File: src/rtl/lane_mem_pkg.sv
package lane_mem_pkg;

  localparam int WORD_BITS  = 32;
  localparam int LANE_BITS  = 8;
  localparam int LANE_COUNT = WORD_BITS / LANE_BITS;

  // Access code: direction and width in one field
  typedef enum logic [1:0] {
    SZ_RD_WORD = 2'b00,
    SZ_WR_BYTE = 2'b01,
    SZ_WR_HALF = 2'b10,
    SZ_WR_WORD = 2'b11
  } sizeCode_e;

  // How write data is spread across the byte lanes
  typedef enum logic [1:0] {
    REP_BYTE = 2'b00,
    REP_HALF = 2'b01,
    REP_WORD = 2'b10
  } laneRep_e;

  // Strobes from control to datapath
  typedef struct packed {
    logic                  wrEn;
    logic [LANE_COUNT-1:0] laneMask;
    laneRep_e              rep;
  } memStrobe_t;

endpackage

File: src/rtl/lane_mem_ctrl.sv
module lane_mem_ctrl
  import lane_mem_pkg::*;
(
  input  logic       accEn,
  input  logic [1:0] sizeCode,
  input  logic [1:0] byteOfs,
  output memStrobe_t strobe,
  output logic       misalign
);

  sizeCode_e code;
  logic      badAlign;
  logic      isWrite;

  assign code = sizeCode_e'(sizeCode);

  // Natural-alignment rule per access width
  always_comb begin
    case (code)
      SZ_RD_WORD, SZ_WR_WORD: badAlign = (byteOfs != 2'b00);
      SZ_WR_HALF:             badAlign = byteOfs[0];
      default:                badAlign = 1'b0;
    endcase
  end

  assign isWrite  = (code != SZ_RD_WORD);
  assign misalign = accEn && badAlign;

  always_comb begin
    strobe.wrEn     = accEn && isWrite && !badAlign;
    strobe.laneMask = '0;
    strobe.rep      = REP_WORD;
    case (code)
      SZ_WR_BYTE: begin
        strobe.rep      = REP_BYTE;
        strobe.laneMask = 4'b0001 << byteOfs;
      end
      SZ_WR_HALF: begin
        strobe.rep      = REP_HALF;
        strobe.laneMask = byteOfs[1] ? 4'b1100 : 4'b0011;
      end
      SZ_WR_WORD: begin
        strobe.rep      = REP_WORD;
        strobe.laneMask = 4'b1111;
      end
      default: begin
        strobe.rep      = REP_WORD;
        strobe.laneMask = 4'b0000;
      end
    endcase
    if (!strobe.wrEn) strobe.laneMask = '0;
  end

endmodule

File: src/rtl/lane_mem_dp.sv
module lane_mem_dp
  import lane_mem_pkg::*;
#(
  parameter int DEPTH = 16,
  parameter int IDX_W = $clog2(DEPTH)
) (
  input  logic                 clk,
  input  logic                 rstN,
  input  memStrobe_t           strobe,
  input  logic [IDX_W-1:0]     wordIdx,
  input  logic [WORD_BITS-1:0] wrData,
  output logic [WORD_BITS-1:0] rdData
);

  logic [WORD_BITS-1:0] laneData;

  // Replicate narrow data so every lane sees its slice
  always_comb begin
    case (strobe.rep)
      REP_BYTE: laneData = {LANE_COUNT{wrData[LANE_BITS-1:0]}};
      REP_HALF: laneData = {(LANE_COUNT/2){wrData[2*LANE_BITS-1:0]}};
      default:  laneData = wrData;
    endcase
  end

  // One byte-wide bank per lane
  for (genvar g = 0; g < LANE_COUNT; g++) begin : gLane
    logic [LANE_BITS-1:0] cells [DEPTH];

    always_ff @(posedge clk or negedge rstN) begin
      if (!rstN) begin
        for (int i = 0; i < DEPTH; i++) cells[i] <= '0;
      end else if (strobe.wrEn && strobe.laneMask[g]) begin
        cells[wordIdx] <= laneData[g*LANE_BITS +: LANE_BITS];
      end
    end

    assign rdData[g*LANE_BITS +: LANE_BITS] = cells[wordIdx];
  end

endmodule

File: src/rtl/lane_mem_top.sv
module lane_mem_top
  import lane_mem_pkg::*;
#(
  parameter int DEPTH = 16
) (
  input  logic        clk,
  input  logic        rstN,
  input  logic        accEn,
  input  logic [1:0]  sizeCode,
  input  logic [31:0] addr,
  input  logic [31:0] wrData,
  output logic [31:0] rdData,
  output logic        alignErr
);

  localparam int IDX_W  = $clog2(DEPTH);
  localparam int ADDR_W = 32;

  memStrobe_t       strobe;
  logic [IDX_W-1:0] wordIdx;
  logic             unusedHighAddr;

  assign wordIdx        = addr[IDX_W+1:2];
  assign unusedHighAddr = ^addr[ADDR_W-1:IDX_W+2];

  lane_mem_ctrl ctrl_i (
    .accEn    (accEn),
    .sizeCode (sizeCode),
    .byteOfs  (addr[1:0]),
    .strobe   (strobe),
    .misalign (alignErr)
  );

  lane_mem_dp #(
    .DEPTH (DEPTH),
    .IDX_W (IDX_W)
  ) dp_i (
    .clk     (clk),
    .rstN    (rstN),
    .strobe  (strobe),
    .wordIdx (wordIdx),
    .wrData  (wrData),
    .rdData  (rdData)
  );

endmodule

File: config.mk
export PLATFORM = sky130hd
export DESIGN_NAME = lane_mem_top
export DESIGN_NICKNAME = d
export VERILOG_FILES = /design/src/rtl/lane_mem_pkg.sv /design/src/rtl/lane_mem_ctrl.sv /design/src/rtl/lane_mem_dp.sv /design/src/rtl/lane_mem_top.sv
export SDC_FILE = /design/constraint.sdc
export NUM_CORES = 1
export LEC_CHECK = 0
export BUFFER_PORTS_ARGS = -buffer_cell sky130_fd_sc_hd__clkbuf_2
export CORE_UTILIZATION = 45
export CTS_CLUSTER_SIZE = 30
export DETAILED_ROUTE_END_ITERATION = 16
export HOLD_SLACK_MARGIN = 0.03
export PLACE_DENSITY = 0.73
export SYNTH_ARGS = -nofsm -noshare
export SYNTH_HDL_FRONTEND = slang
export SYNTH_HIERARCHICAL = 1
export SYNTH_SLANG_ARGS = --single-unit
File: constraint.sdc
create_clock -name clk -period 2.6 [get_ports clk]
set_input_delay 0.52 -clock clk [delete_from_list [all_inputs] [get_ports clk]]
set_output_delay 0.52 -clock clk [all_outputs]
set_load 0.01 [all_outputs]
== Yosys cells after proc, flatten, opt, wreduce, memory -nomap -nowiden ==
Index checks and enable logic that the tools add are counted.

* Flip-flop bits (word level): 512
* Output and inout port bits: 33
* Logic and storage cells: 109

* Magnitude comparators: 2
* Eq/ne operators: 4
* Shifts and indexed selects: 1
* Muxes and demuxes: 23
* Bitwise logic cells: 1
* Reduce and logical (&&, ||, !) cells: 14

{| class="wikitable"
|+ Operator list
! cell !! number
|-
| $bwmux W128 || 4
|-
| $bmux W8 S4 || 4
|-
| $mux W8 || 9
|-
| $pmux W32 S2 || 1
|-
| $demux W8 S4 || 1
|-
| $pmux W6 S3 || 1
|-
| $logic_and A1 B1 Y1 || 8
|-
| $mux W4 || 2
|-
| $ge A5 B5 Y1 const B || 1
|-
| $lt A5 B1 Y1 const B || 1
|-
| $not A4 Y5 || 1
|-
| $eq A2 B1 Y1 const B || 2
|-
| $eq A2 B2 Y1 const B || 2
|-
| $logic_not A2 Y1 || 2
|-
| $reduce_bool A2 Y1 || 2
|-
| $shl A1 B2 Y4 const A || 1
|-
| $pmux W1 S2 || 1
|-
| $reduce_or A2 Y1 || 1
|-
| $logic_not A1 Y1 || 1
|}

== Logic depth before layout (Yosys ltp) ==
* Depth after elaboration: 7
* Mapped depth: 10
* Gate-level depth less buffers: 8

== Hierarchy ==
Netlist, hierarchy kept.

{| class="wikitable"
|+ By module, submodules not included
! module !! times used !! cells an instance !! area an instance (um^2) !! sequential area each (um^2)
|-
| lane_mem_dp || 1 || 1492 || 23844.1 || 12812.3
|-
| lane_mem_ctrl || 1 || 28 || 190.2 || 0.0
|}

== Least setup slack after synthesis ==
OpenSTA, ideal clock, no wires.

* Path type: input-to-reg
* From: in sizeCode[0]
* To: reg dp_i/gLane[0].cells[120] (netlist name)
* Setup time: 125 ps
* Arrival: 2652 ps
* Required time: 2475 ps
* Path slack: -177 ps
* Cell stages on the path: 9
* Cells stage by stage: inv_1 -> ha_1 -> nor2b_1 -> o2111ai_2 -> a21oi_1 -> nor4bb_1 -> clkbuf_1 -> nand2_2 -> mux2_2

{| class="wikitable"
|+ RTL lines
! element !! line !! text
|-
| from (decl) || lane_mem_top.sv:9 || <nowiki>input logic [1:0] sizeCode,</nowiki>
|-
| to (signal, indexed assignment) || lane_mem_dp.sv:34 || <nowiki>cells[wordIdx] <= laneData[g*LANE_BITS +: LANE_BITS];</nowiki>
|-
| to (decl) || lane_mem_dp.sv:28 || <nowiki>logic [LANE_BITS-1:0] cells [DEPTH];</nowiki>
|}

== Worst setup path in the final report ==
* From: in addr[2]
* To: out rdData[1]

* Word-level cells in the longest chain between the ends: 4

{| class="wikitable"
|+ Ends and longest elaborated chain
! element !! line !! text
|-
| from (decl) || lane_mem_top.sv:10 || <nowiki>input logic [31:0] addr,</nowiki>
|-
| $not A4 Y5 (implied by the code) || lane_mem_dp.sv:38 || <nowiki>assign rdData[g*LANE_BITS +: LANE_BITS] = cells[wordIdx];</nowiki>
|-
| $bmux W8 S4 || lane_mem_dp.sv:38 ||
|-
| $mux W8 (implied by the code) (2 in series) || lane_mem_dp.sv:38 ||
|-
| to (decl) || lane_mem_top.sv:12 || <nowiki>output logic [31:0] rdData,</nowiki>
|}

No other way between the ends. The select of a mux whose other input is x is not followed.

==> summary by stage <==
Status
The run finished with clean final reports.

Critical path
The reg2reg setup slack is 1.81 ns. The required time of the worst setup path is 2.08 ns. The largest driver fanout on the critical path is 19. STA classifies the critical path endpoint as an output port. The setup path with the least slack is of type primary input to output port.

The worst-case reg-to-reg path depth is 1. The end of the worst register-to-register path is dp_i/gLane[2].cells[37]$_DFFE_PN0P_. STA classifies the critical path startpoint as a primary input. Data on the critical path arrives at its endpoint at 2.05 ns. The startpoint identified for the worst register-to-register timing path is dp_i/gLane[2].cells[37]$_DFFE_PN0P_.

Timing
The timing-limited maximum frequency is 390 MHz. The final-report hold violation count is 0. The worst slew margin relative to its limit is 49.6%. The smallest setup slack after layout is 0.0349 ns. The total count of max-transition violations in the final report is 0. On the final layout, the worst clock skew is 0 ns. The final period demand of the worst path is 2.57 ns. The share of the clock period used by the worst path is 98.7%. The pin slew with the least headroom to its limit is 0.756 ns. Setup violations remaining at the end of the flow were counted as 0.

Drt
The final routed wire length divided by cell count is 23.6 um. The DRC violation count after routing is 0. The number of DRC markers in iteration 0 is 1,150.

The via density per instance is 5.75. The via count is 14,000. The overall routed net length is 57,500 um. The total iterations of the first detailed-routing run is 5.

The detail route stage leaves a number of antenna-violating nets equal to 0.

Layout
The repair_antennas step left the layout with diodes totalling 0. The fraction of final layout cells sized beyond drive strength 1 is 60.4%. The library cells used most frequently in the layout, excluding fill and tap cells, are sky130_fd_sc_hd__dfrtp_1, sky130_fd_sc_hd__mux2_2, sky130_fd_sc_hd__mux4_2, sky130_fd_sc_hd__buf_12, sky130_fd_sc_hd__buf_4. After the last flow step, the layout net total stands at 1,776.

After the flow finishes, the layout carries non-filler instances totaling 2,434. The most frequent standard cell in the layout excluding fill and tap cells is sky130_fd_sc_hd__dfrtp_1. With fillers left out, the area of the finished cells amounts to 29,000 um^2. The largest registers in the layout are dp_i/gLane.cells: 512 flops.

The register with the most flip-flops in the layout has 512 of them. The register bank with the most flops is dp_i/gLane.cells. The synthesis-to-finish area growth is 20.8%.

Die
The floorplan die area is 54,300 um^2. Once the floorplan was initialized, standard cells occupied 45.6% of the core. The area of the core region is 52,700 um^2. The number of top-level design ports is 102. The die is 233 um wide.

The die is 233 um tall. In this run the core area contains 84 standard-cell rows.

Power and ir drop
For this design the total switching power over the nets is 4.32 mW. IR analysis of the VDD net gives a maximum drop of 0.000472 V. The internal cell power is 14.0 mW. In this run the power density over the cells is 632 nW/um^2. The share of power burned in registers is 46.5%. The total power is 18.3 mW. In this run, the combinational gates consume 9.8% of the power. Net switching is 23.6% of the power. The analysis attributes to cell leakage a power of 14.0 nW.

The power share of the clock group is 43.7%.

Worst hold path
The path class of the tightest hold or removal check is flop to flop. Counting instances, the worst hold path has a depth of 1. In this run the most critical hold path is launched from dp_i/gLane[0].cells[14]$_DFFE_PN0P_. The destination of the worst hold path is dp_i/gLane[0].cells[14]$_DFFE_PN0P_.

Placed design
The count of port buffers added during placement is 75. After detailed placement, the total cell area comes to 27,000 um^2. Timing analysis after detailed placement gives a worst setup slack of -0.403 ns.

The placed wire-length estimate is 38,500 um. Routability-driven placement finished with a final weighted congestion of 0.760. The total placed cells including tap cells is 2,325.

CTS
The clock buffer count from CTS is 53. The clock sink count is 512. Clock-pin slew was measured on the worst setup and hold paths at 0.06 ns. In this run the deepest clock path goes through 3 buffers. TritonCTS built the clock tree. The insertion delay of the later-clocked pin in the worst-skew pair is 0.59 ns.

The clock tree synthesis step divided the H-tree into 2 levels. The cell at the root of the clock tree is sky130_fd_sc_hd__clkbuf_16.

Global route
The first global-routing pass estimated 90,600 um of wire. The initial antenna violation count is 3. The via count of the first global-routing pass is 15,100. The remaining global-route overflow is 0. The largest net degree at the start of global routing is 75. The combined global-route utilization of all metal layers is 22.1%.

Synth
The number of distinct library cells after synthesis is 33. After synthesis, the mean cell area works out to 15.8 um^2. By area the synthesized netlist is led by sky130_fd_sc_hd__dfrtp_1, sky130_fd_sc_hd__mux2_2, sky130_fd_sc_hd__mux4_2. The largest total area in the synthesized netlist belongs to sky130_fd_sc_hd__dfrtp_1. For this run, asynchronously set or reset flops after synthesis account for 100%. In this run, synthesis inferred 0 flip-flops with an integrated enable.

The instance count of the mapped netlist is 1,520. Summed over its instances, the top area cell type makes up 53.3% of the synthesized netlist area. The dominant synthesized flop cell is sky130_fd_sc_hd__dfrtp_1. For this run, the register share of the synthesized area comes to 53.3%. The post-synthesis instance area is 24,000 um^2. The net count of the mapped netlist is 1,594.

The flip-flop and latch count after synthesis is 512. The synthesis warning total is 6.

Run
The max-capacitance violation count is 0.
## how the worst max path moves through the flow
stage / start / end / slack [ns] / depth (start not counted)
global placement: sizeCode[0] / dp_i/gLane[2].cells[95]$_DFFE_PN0P_ / -0.34 / 10
floorplan: sizeCode[0] / dp_i/gLane[3].cells[104]$_DFFE_PN0P_ / -0.09 / 10
CTS: dp_i/gLane[3].cells[96]$_DFFE_PN0P_ / rdData[24] / 0.004 / 4
global route: addr[2] / rdData[7] / -0.01 / 7
detailed placement: sizeCode[0] / dp_i/gLane[2].cells[108]$_DFFE_PN0P_ / -0.40 / 12
finish: addr[2] / rdData[1] / 0.03 / 6
## timing repair
item	CTS	global route
setup buffers	4	5
hold endpoints to repair	60	0
endpoints found under the setup margin	23	14
pin swaps	0	2
resized for setup	6	14
hold buffers	1	0
cloned	0	0
## synth_stat cells, types with 2 or more instances
cell and n:
sky130_fd_sc_hd__dfrtp_1 512, sky130_fd_sc_hd__mux2_2 507, sky130_fd_sc_hd__mux4_2 128, sky130_fd_sc_hd__a22oi_1 64, sky130_fd_sc_hd__clkbuf_1 59, sky130_fd_sc_hd__nand2_1 48, sky130_fd_sc_hd__buf_2 37, sky130_fd_sc_hd__nor2_4 29
sky130_fd_sc_hd__mux2_1 21, sky130_fd_sc_hd__nor2_2 19, sky130_fd_sc_hd__o21ai_0 13, sky130_fd_sc_hd__nand2_2 11, sky130_fd_sc_hd__mux2i_1 8, sky130_fd_sc_hd__nor2b_1 8, sky130_fd_sc_hd__inv_1 7, sky130_fd_sc_hd__nand4b_4 7
sky130_fd_sc_hd__ha_1 5, sky130_fd_sc_hd__nand2b_1 5, sky130_fd_sc_hd__and4bb_2 4, sky130_fd_sc_hd__buf_4 4, sky130_fd_sc_hd__buf_6 4, sky130_fd_sc_hd__a21oi_1 3, sky130_fd_sc_hd__nand4_4 3, sky130_fd_sc_hd__nand4bb_1 3
sky130_fd_sc_hd__and2_1 2, sky130_fd_sc_hd__nor2_1 2
## worst max-delay path, stage by stage
cell and delay (ns):
sky130_fd_sc_hd__buf_16 0.23, sky130_fd_sc_hd__buf_16 0.21, sky130_fd_sc_hd__mux4_2 0.51, sky130_fd_sc_hd__a22oi_1 0.29
sky130_fd_sc_hd__nand2_1 0.13, sky130_fd_sc_hd__clkbuf_2 0.14
## per-stage QoR
stage               TNS (ns)  hold WS (ns)  util, %
finish                     0         0.479     55.1
global route         -0.0366         0.481     55.1
CTS                        0         0.454     54.9
detailed placement   -160.24         0.469     51.2
global placement     -130.98         0.462     51.2
floorplan              -4.23         0.224        -
## area by class of cell
cell class,count,area [um^2]
clock buffers,79,1600
fillers,4094,23600
inverters,7,26.3
well taps,688,861
clock inverters,20,268
multi-input cells,896,10800
flip-flops and latches,512,12800
repair buffers,232,2620
## routing by layer
metal | wire length [um] | share of wire [%] | global-route usage, % | vias up
li1 | - | - | - | 6063
met1 | 25400 | 44 | 31.1 | 7516
met2 | 27600 | 48 | 34.7 | 312
met3 | 2950 | 5.1 | 4.28 | 102
met4 | 1540 | 2.7 | 6.66 | 4
met5 | 26 | 0.045 | 0 | -
## logic make-up after synthesis
family / count (synthesis) / synth area share (%)
mux: 664 / 37.1
flops: 512 / 53.3
fa+ha+maj: 5 / 0.260
compound gates: 81 / 2.39
simple gates: 146 / 4.84
buf+inv: 112 / 2.13
## power groups by stage
stage	combinational (mW)	clock, mW	sequential (mW)
6_report	1.81	8.01	8.52
5_1_grt	1.94	8.52	8.57
4_1_cts	1.80	8.17	8.52
3_5_place_dp	1.78	0	8.66
3_3_place_gp	1.72	0	8.63
2_1_floorplan	1.06	0	8.60
No activity file was read; power rests on OpenSTA's default activity.
